### src/rtl/wcsm_pkg.sv
package wcsm_pkg;

  typedef enum logic [1:0] {
    ST_ACQUIRE = 2'd0,
    ST_VERIFY  = 2'd1,
    ST_LOCKED  = 2'd2
  } lock_state_t;

endpackage

### src/rtl/wcsm_sync.sv
module wcsm_sync #(
  parameter int W      = 2,
  parameter int STAGES = 2
) (
  input  logic         clk,
  input  logic         rst,
  input  logic [W-1:0] d,
  output logic [W-1:0] q
);

  logic [W-1:0] pipe [STAGES];

  always_ff @(posedge clk) begin
    if (rst) pipe[0] <= '0;
    else     pipe[0] <= d;
  end

  for (genvar i = 1; i < STAGES; i++) begin : g_stage
    always_ff @(posedge clk) begin
      if (rst) pipe[i] <= '0;
      else     pipe[i] <= pipe[i-1];
    end
  end

  assign q = pipe[STAGES-1];

endmodule

### src/rtl/wcsm_bit_sampler.sv
module wcsm_bit_sampler (
  input  logic clk,
  input  logic rst,
  input  logic bck_s,
  input  logic lrck_s,
  output logic bit_stb,
  output logic frame_stb
);

  logic bck_q;
  logic lrck_at_bit;

  always_ff @(posedge clk) begin
    if (rst) begin
      bck_q       <= 1'b0;
      lrck_at_bit <= 1'b0;
    end else begin
      bck_q <= bck_s;
      if (bit_stb) lrck_at_bit <= lrck_s;
    end
  end

  assign bit_stb   = bck_s & ~bck_q;
  assign frame_stb = bit_stb & lrck_s & ~lrck_at_bit;

endmodule

### src/rtl/wcsm_frame_ctr.sv
module wcsm_frame_ctr #(
  parameter int CNT_W = 7
) (
  input  logic             clk,
  input  logic             rst,
  input  logic             bit_stb,
  input  logic             align,
  input  logic [CNT_W-1:0] frame_len,
  input  logic [CNT_W-1:0] loss_limit,
  output logic [CNT_W-1:0] bitpos,
  output logic             lost
);

  logic [CNT_W-1:0] cnt;
  logic [CNT_W-1:0] nxt;
  logic [CNT_W-1:0] half_len;
  logic [CNT_W-1:0] dev_mag;

  assign half_len = frame_len >> 1;
  assign nxt      = (cnt >= frame_len - CNT_W'(1)) ? '0 : cnt + CNT_W'(1);
  assign dev_mag  = (nxt < half_len) ? nxt : frame_len - nxt;
  assign lost     = dev_mag > loss_limit;

  always_ff @(posedge clk) begin
    if (rst)          cnt <= '0;
    else if (bit_stb) cnt <= align ? '0 : nxt;
  end

  assign bitpos = cnt;

endmodule

### src/rtl/wcsm_lock_fsm.sv
module wcsm_lock_fsm
  import wcsm_pkg::*;
(
  input  logic clk,
  input  logic rst,
  input  logic frame_stb,
  input  logic lost,
  output logic align,
  output logic muted,
  output logic resync_pulse
);

  lock_state_t st;

  always_comb begin
    align = 1'b0;
    if (frame_stb) begin
      if (st == ST_ACQUIRE)             align = 1'b1;
      else if (st == ST_VERIFY && lost) align = 1'b1;
    end
  end

  always_ff @(posedge clk) begin
    if (rst) begin
      st           <= ST_ACQUIRE;
      muted        <= 1'b1;
      resync_pulse <= 1'b0;
    end else begin
      resync_pulse <= align;
      if (frame_stb) begin
        case (st)
          ST_ACQUIRE: st <= ST_VERIFY;
          ST_VERIFY: begin
            if (!lost) begin
              st    <= ST_LOCKED;
              muted <= 1'b0;
            end
          end
          ST_LOCKED: begin
            if (lost) begin
              st    <= ST_ACQUIRE;
              muted <= 1'b1;
            end
          end
          default: begin
            st    <= ST_ACQUIRE;
            muted <= 1'b1;
          end
        endcase
      end
    end
  end

endmodule

### src/rtl/wclk_sync_monitor.sv
module wclk_sync_monitor #(
  parameter int SYNC_STAGES = 2,
  parameter int LEN_LONG    = 64,
  parameter int LEN_SHORT   = 48,
  parameter int LOSS_LONG   = 6,
  parameter int LOSS_SHORT  = 5
) (
  input  logic clk,
  input  logic rst,
  input  logic bck_in,
  input  logic lrck_in,
  input  logic frame48,
  output logic muted,
  output logic resync_pulse
);

  localparam int CNT_W = $clog2(LEN_LONG + 1);

  logic [1:0]       sync_q;
  logic             bit_stb;
  logic             frame_stb;
  logic             align;
  logic             lost;
  logic [CNT_W-1:0] frame_len;
  logic [CNT_W-1:0] loss_limit;
  logic [CNT_W-1:0] bitpos;

  assign frame_len  = frame48 ? CNT_W'(LEN_SHORT)  : CNT_W'(LEN_LONG);
  assign loss_limit = frame48 ? CNT_W'(LOSS_SHORT) : CNT_W'(LOSS_LONG);

  wcsm_sync #(.W(2), .STAGES(SYNC_STAGES)) u_sync (
    .clk (clk),
    .rst (rst),
    .d   ({lrck_in, bck_in}),
    .q   (sync_q)
  );

  wcsm_bit_sampler u_sampler (
    .clk       (clk),
    .rst       (rst),
    .bck_s     (sync_q[0]),
    .lrck_s    (sync_q[1]),
    .bit_stb   (bit_stb),
    .frame_stb (frame_stb)
  );

  wcsm_frame_ctr #(.CNT_W(CNT_W)) u_ctr (
    .clk        (clk),
    .rst        (rst),
    .bit_stb    (bit_stb),
    .align      (align),
    .frame_len  (frame_len),
    .loss_limit (loss_limit),
    .bitpos     (bitpos),
    .lost       (lost)
  );

  wcsm_lock_fsm u_fsm (
    .clk          (clk),
    .rst          (rst),
    .frame_stb    (frame_stb),
    .lost         (lost),
    .align        (align),
    .muted        (muted),
    .resync_pulse (resync_pulse)
  );

endmodule

### config.mk
export PLATFORM = sky130hd
export DESIGN_NAME = wclk_sync_monitor
export DESIGN_NICKNAME = d
export VERILOG_FILES = /design/src/rtl/wcsm_pkg.sv /design/src/rtl/wcsm_sync.sv /design/src/rtl/wcsm_bit_sampler.sv /design/src/rtl/wcsm_frame_ctr.sv /design/src/rtl/wcsm_lock_fsm.sv /design/src/rtl/wclk_sync_monitor.sv
export SDC_FILE = /design/constraint.sdc
export NUM_CORES = 1
export LEC_CHECK = 0
export BUFFER_PORTS_ARGS = -buffer_cell sky130_fd_sc_hd__buf_4
export CAP_MARGIN = 40
export CORE_ASPECT_RATIO = 1.75
export CORE_MARGIN = 2
export CORE_UTILIZATION = 65
export DETAILED_ROUTE_END_ITERATION = 10
export GPL_ROUTABILITY_DRIVEN = 1
export HOLD_SLACK_MARGIN = 0.08
export PLACE_DENSITY = 0.83
export SLEW_MARGIN = 25
export SYNTH_ARGS = -nofsm -noshare
export SYNTH_HDL_FRONTEND = slang
export SYNTH_HIERARCHICAL = 1
export SYNTH_SLANG_ARGS = --single-unit
### constraint.sdc
create_clock -name clk -period 13.1 [get_ports clk]
set_clock_uncertainty 0.15 [all_clocks]
set_input_delay 1.965 -clock clk [delete_from_list [all_inputs] [get_ports clk]]
set_output_delay 1.965 -clock clk [all_outputs]
set_load 0.02 [all_outputs]
==> impl_metrics.env, run 1 <==
export IMPL_drt_wl_total_um=3640
export IMPL_final_util_pct=76.7
export IMPL_pwr_share_seq_pct=44.2
export IMPL_tritoncts="yes"
export IMPL_ys_ff_latch=17
export IMPL_path_buf_inv=3
export IMPL_timing_final_ws_setup_ns=5.81
export IMPL_leakagePower_nw=0.899
export IMPL_cts_buffers=3
export IMPL_synth_most_common_cell="ha_1"
export IMPL_worst_path_max_fanout=8
export IMPL_io_pins=7
export IMPL_cts_resized=0
export IMPL_ant_nets=0
export IMPL_die_height_um=72.0
export IMPL_max_cap_violations=0
export IMPL_dp_cells=260
export IMPL_max_freq_mhz=137
export IMPL_clkLatencyLatePin_ns=0.25
export IMPL_synth_area_leaders="dfxtp_1 (20%), ha_1 (19%), inv_1 (5.5%)"
export IMPL_synth_distinct_cells=51
export IMPL_fillers=191
export IMPL_rsz0062_at_grt="no"
export IMPL_critical_path_class="input pin to register"
export IMPL_grt_pass1_wl_um=6490
export IMPL_hp_class="register to register"
export IMPL_cts_sinks=17
export IMPL_timing_final_crit_share_pct=55.7
export IMPL_drive_above_1_share_pct=8.82
export IMPL_post_cts_buffers=0
export IMPL_htree_levels=1
export IMPL_async_flop_share_pct=0
export IMPL_cts_max_path_buffers=2
export IMPL_path_clk_slew_ns=0.06
export IMPL_drc=0
export IMPL_synthTopCellsByCount="ha_1 (26), inv_1 (25), dfxtp_1 (17), nor2_1 (15), a21oi_1 (14)"
export IMPL_fp_dieW_um=42.9
export IMPL_setup_viol=0
export IMPL_critical_path_top_delay_family="compound AO/OA/AOI/OAI gates"
export IMPL_ys_warn_count=6
export IMPL_vias=1553
export IMPL_synth_edf_count=0
export IMPL_report_final_slew_viol_count=0
export IMPL_hpwl_um=3100
export IMPL_stdcell_count=264
export IMPL_avgViaCountPerCell=5.88
export IMPL_outcome="completed"
export IMPL_gp_congestion=0.935
export IMPL_portBuffers=6
export IMPL_grtUsageTotal_pct=27.3
export IMPL_row_count=24
export IMPL_crit_slowest_cell="a21oi_1"
export IMPL_combPwrFrac_pct=24.7
export IMPL_seq_area_sq_um=340
export IMPL_synth_area_sq_um=1720
export IMPL_rrSetupSlack_ns=7.54
export IMPL_nets=271
export IMPL_switching_share_pct=28.3
export IMPL_wl_per_cell_um=13.8
export IMPL_internal_power_w=0.0000865
export IMPL_grt_pass1_vias=1620
export IMPL_crit_arrival_ns=7.32
export IMPL_ys_seq_area_share_pct=19.8
export IMPL_start_kind="input pin"
export IMPL_cts_root_buf="clkbuf_8"
export IMPL_maxSlewHeadroom_pct=51.1
export IMPL_p_switching_w=0.0000342
export IMPL_dpl_worst_slack_ns=5.63
export IMPL_grt_ovfl_total=0
export IMPL_synthToLayoutAreaGrowth_pct=11.1
export IMPL_drtPass1Iterations=4
export IMPL_peakVddDrop_v=0.0000856
export IMPL_multi_input_area_sq_um=1350
export IMPL_cp_end_kind="register"
export IMPL_place_area_sq_um=1860
export IMPL_diodes=0
export IMPL_syn_mean_instance_area_sq_um=8.19
export IMPL_clockPowerShare_pct=31.1
export IMPL_drt_initial_drc_count=44
export IMPL_syn_inst=210
export IMPL_ys_flop_type="dfxtp_1"
export IMPL_period_minus_slack_ns=7.29
export IMPL_hold_viol_final=0
export IMPL_slowest_delay_ns=0.44
export IMPL_holdBufCountCts=0
export IMPL_synth_top_area_share_pct=19.8
export IMPL_grt_max_degree=19
export IMPL_synth_top_area_cell="dfxtp_1"
export IMPL_finish_instance_area_sq_um=1910
export IMPL_required_ns=13.13
export IMPL_powerDensity_nw_per_um2=63.2
export IMPL_die_area_sq_um=3090
export IMPL_final_setup_tns_ns=0
export IMPL_antenna_found_initial=0
export IMPL_start_util_pct=69.0
export IMPL_core_area_sq_um=2490
export IMPL_tightest_slew_ns=0.729
[power by group through the flow]
stage	logic, W	clock network [W]	registers [W]
floorplan	0.0000223	0	0.0000543
global placement	0.0000276	0	0.0000545
detailed placement	0.0000287	0	0.0000545
CTS	0.0000290	0.0000397	0.0000534
global route	0.0000337	0.0000405	0.0000535
finish	0.0000298	0.0000375	0.0000534
[layer usage]
layer | routed length (um) | up-vias | GRT usage (%)
met1 | 1330 | 702 | 24.9
met4 | 276 | 0 | 23.6
li1 | - | 795 | -
met5 | 0 | - | 0
met2 | 1960 | 35 | 50.7
met3 | 80 | 21 | 2.99
[final cells by class]
| class | instances | area share [%] |
|---|---|---|
| inverter | 25 | 4.91 |
| sequential | 17 | 17.8 |
| timing repair buffer | 6 | 2.36 |
| clock buffer | 3 | 2.16 |
| clock inverter | 1 | 0.262 |
| multi-input combinational | 186 | 70.8 |
| tap | 26 | 1.70 |
[metrics by stage]
stage | total power, W | hold WS (ns)
6_report | 0.000121 | 0.304
5_1_grt | 0.000128 | 0.323
3_3_place_gp | 0.0000821 | 0.285
4_1_cts | 0.000122 | 0.307
3_5_place_dp | 0.0000832 | 0.285
2_1_floorplan | 0.0000766 | 0.264
[cell families after synthesis]
group                    Yosys count  synth area share [%]
AO/OA/AOI/OAI                     63                  26.6
AND/OR/NAND/NOR                   61                  19.7
adder cells (fa/ha/maj)           27                  20.1
buffers and inverters             26                  5.68
flip-flops                        17                  19.8
XOR/XNOR                          10                  5.09
multiplexers                       4                  2.62
other                              2                 0.437
[flip-flops by register name, indices dropped and copies added (netlist names)]
signal                 count
u_fsm/muted                1
u_ctr/bitpos               7
u_sampler/bck_q            1
u_fsm/st                   2
u_sync/pipe                4
u_sampler/lrck_at_bit      1
u_fsm/resync_pulse         1
[worst paths after layout]
check                    startpoint                end  cells after the start
setup / recovery            frame48    u_ctr/bitpos[0]                     27
hold / removal    u_sync/pipe[0][1]  u_sync/pipe[1][1]                      1
setup reg to reg    u_ctr/bitpos[0]    u_ctr/bitpos[0]                     25
hold reg to reg   u_sync/pipe[0][1]  u_sync/pipe[1][1]                      1
[worst register-to-register path, cell delays in order (launching register included)]
cell       delay (ns)
dfxtp_1          0.44
inv_1            0.11
ha_1             0.29
nor2b_1          0.05
o21ai_1          0.42
a21oi_1          0.29
nand2_1          0.22
inv_1            0.08
ha_1             0.21
o21a_1           0.20
o2111ai_1        0.31
o21a_1           0.30
o21a_4           0.19
mux2_4           0.31
ha_1             0.29
nor2b_1          0.14
o21a_1           0.16
o21a_1           0.16
o21bai_1         0.13
a21oi_1          0.11
nand2b_1         0.15
nand3b_1         0.13
inv_1            0.05
nor2_1           0.32
nand3_1          0.12
a21oi_1          0.17
[cells in the final DEF, fill, tap and decap left out, drive strengths merged, types with 6 or more instances in the layout]
cell and count:
ha 26, buf 6, conb 21, nand3 6, dfxtp 17, nor2 15
a21oi 14, nor2b 9, xnor2 7, o21a 6, o21ai 10, nand2 13
inv 25
No activity file was read; power rests on OpenSTA's default activity.
==> run 2, diff against run 1 <==
CORE_UTILIZATION = 62   (was 65)
PLACE_DENSITY = 0.8   (was 0.83)
clock period = 7.08 ns   (was 13.1 ns; I/O delays follow)
==> run 2 against run 1 <==
Compared with the run above:
- first-iteration DRC count fell by 43%
- sequential power increased by 85%
- critical endpoint unchanged
- combinational power up 88%
- routed wire length rose by 5.4%
- setup slack got worse by 5.0 ns
- largest power group unchanged
- cell count increased by 0.38%
- sequential cell count stayed put
- worst hold slack worse by 0.0023 ns
- core utilization is 4.8 points lower
- via count increased by 1.5%
- count of clock-buffer cells in the layout grew 1
==> impl_metrics.env, run 2 (synthesis gave the netlist of run 1 again) <==
export IMPL_hp_class="register to register"
export IMPL_setup_viol=0
export IMPL_max_freq_mhz=159
export IMPL_drc=0
export IMPL_cp_end_kind="register"
export IMPL_nets=271
export IMPL_core_area_sq_um=2660
export IMPL_critical_path_class="input pin to register"
export IMPL_crit_slowest_cell="nor2_1"
export IMPL_final_setup_tns_ns=0
export IMPL_max_cap_violations=0
export IMPL_drive_above_1_share_pct=8.40
export IMPL_critical_path_top_delay_family="compound AO/OA/AOI/OAI gates"
export IMPL_holdBufCountCts=0
export IMPL_drt_initial_drc_count=25
export IMPL_diodes=0
export IMPL_hpwl_um=3240
export IMPL_row_count=25
export IMPL_timing_final_ws_setup_ns=0.790
export IMPL_rsz0062_at_grt="no"
export IMPL_final_common_cell="ha_1"
export IMPL_vias=1577
export IMPL_fillers=216
export IMPL_cts_buffers=3
export IMPL_rrSetupSlack_ns=1.54
export IMPL_clkLatencyLatePin_ns=0.25
export IMPL_grt_pass1_wl_um=6690
export IMPL_synthToLayoutAreaGrowth_pct=11.1
export IMPL_hold_viol_final=0
export IMPL_die_area_sq_um=3230
export IMPL_path_buf_inv=3
export IMPL_worst_path_max_fanout=8
export IMPL_seq_area_sq_um=340
export IMPL_ant_nets=0
export IMPL_cts_sinks=17
export IMPL_cts_root_buf="clkbuf_8"
export IMPL_crit_top_cell="o21a_1"
export IMPL_cts_max_path_buffers=2
export IMPL_slowest_delay_ns=0.40
export IMPL_stdcell_count=265
export IMPL_peakVddDrop_v=0.000155
export IMPL_timing_final_crit_share_pct=88.8
export IMPL_grt_pass1_vias=1630
export IMPL_cts_resized=0
export IMPL_holdWs_ns=0.301
export IMPL_layout_common_cells="ha_1 (26), inv_1 (25), conb_1 (21), dfxtp_1 (17), nor2_1 (15)"
export IMPL_powerDensity_nw_per_um2=117
export IMPL_grt_ovfl_total=0
export IMPL_tightest_slew_ns=0.585
export IMPL_required_ns=7.11
export IMPL_grt_max_degree=19
export IMPL_leakagePower_nw=0.897
export IMPL_tritoncts="yes"
export IMPL_drtPass1Iterations=4
export IMPL_io_pins=7
export IMPL_drt_wl_total_um=3840
export IMPL_gp_congestion=0.903
export IMPL_maxSlewHeadroom_pct=60.8
export IMPL_wl_per_cell_um=14.5
export IMPL_finish_instance_area_sq_um=1910
export IMPL_post_cts_buffers=0
export IMPL_grtUsageTotal_pct=27.3
export IMPL_antenna_found_initial=0
export IMPL_die_height_um=73.7
export IMPL_fp_dieW_um=43.8
export IMPL_dpl_worst_slack_ns=0.558
export IMPL_dp_cells=261
export IMPL_htree_levels=1
export IMPL_start_kind="input pin"
export IMPL_report_final_slew_viol_count=0
export IMPL_portBuffers=6
export IMPL_crit_arrival_ns=6.32
export IMPL_start_util_pct=64.7
export IMPL_place_area_sq_um=1870
export IMPL_period_minus_slack_ns=6.29
export IMPL_avgViaCountPerCell=5.95
export IMPL_largest_reg_flops=7
export IMPL_multi_input_area_sq_um=1350
export IMPL_path_clk_slew_ns=0.06
export IMPL_outcome="completed"
run 2: cell type report:
cell class,instances,share of cell area [%]
Multi-Input combinational cell,186,70.8
Sequential cell,17,17.8
Tap cell,27,1.77
Timing Repair Buffer,6,2.36
Inverter,25,4.91
Clock buffer,4,2.36
run 2: power by group:
| group | switching, W | leakage, nW | internal, W |
|---|---|---|---|
| clock network | 0.0000291 | 0.0228 | 0.0000399 |
| logic | 0.0000323 | 0.736 | 0.0000236 |
| registers | 0.00000128 | 0.138 | 0.0000975 |
run 2: metal layers:
layer  track usage (%)  part of all wire, %
met5                 0                    0
met4              18.5                  6.7
met3              2.46                  1.1
met2              53.6                   56
met1              24.5                   36
run 2: final timing paths:
check                    startpoint           endpoint  cells after the start
setup / recovery            frame48    u_ctr/bitpos[0]                     27
hold reg to reg   u_sync/pipe[0][1]  u_sync/pipe[1][1]                      1
hold / removal    u_sync/pipe[0][1]  u_sync/pipe[1][1]                      1
setup reg to reg    u_ctr/bitpos[0]    u_ctr/bitpos[0]                     25
run 2: per-stage QoR:
step                      utilization [%]  power, W
after floorplan                         -  0.000142
after global placement               70.2  0.000152
after detailed placement             70.2  0.000154
after CTS                            71.9  0.000224
after global routing                 71.9  0.000238
final                                71.9  0.000224
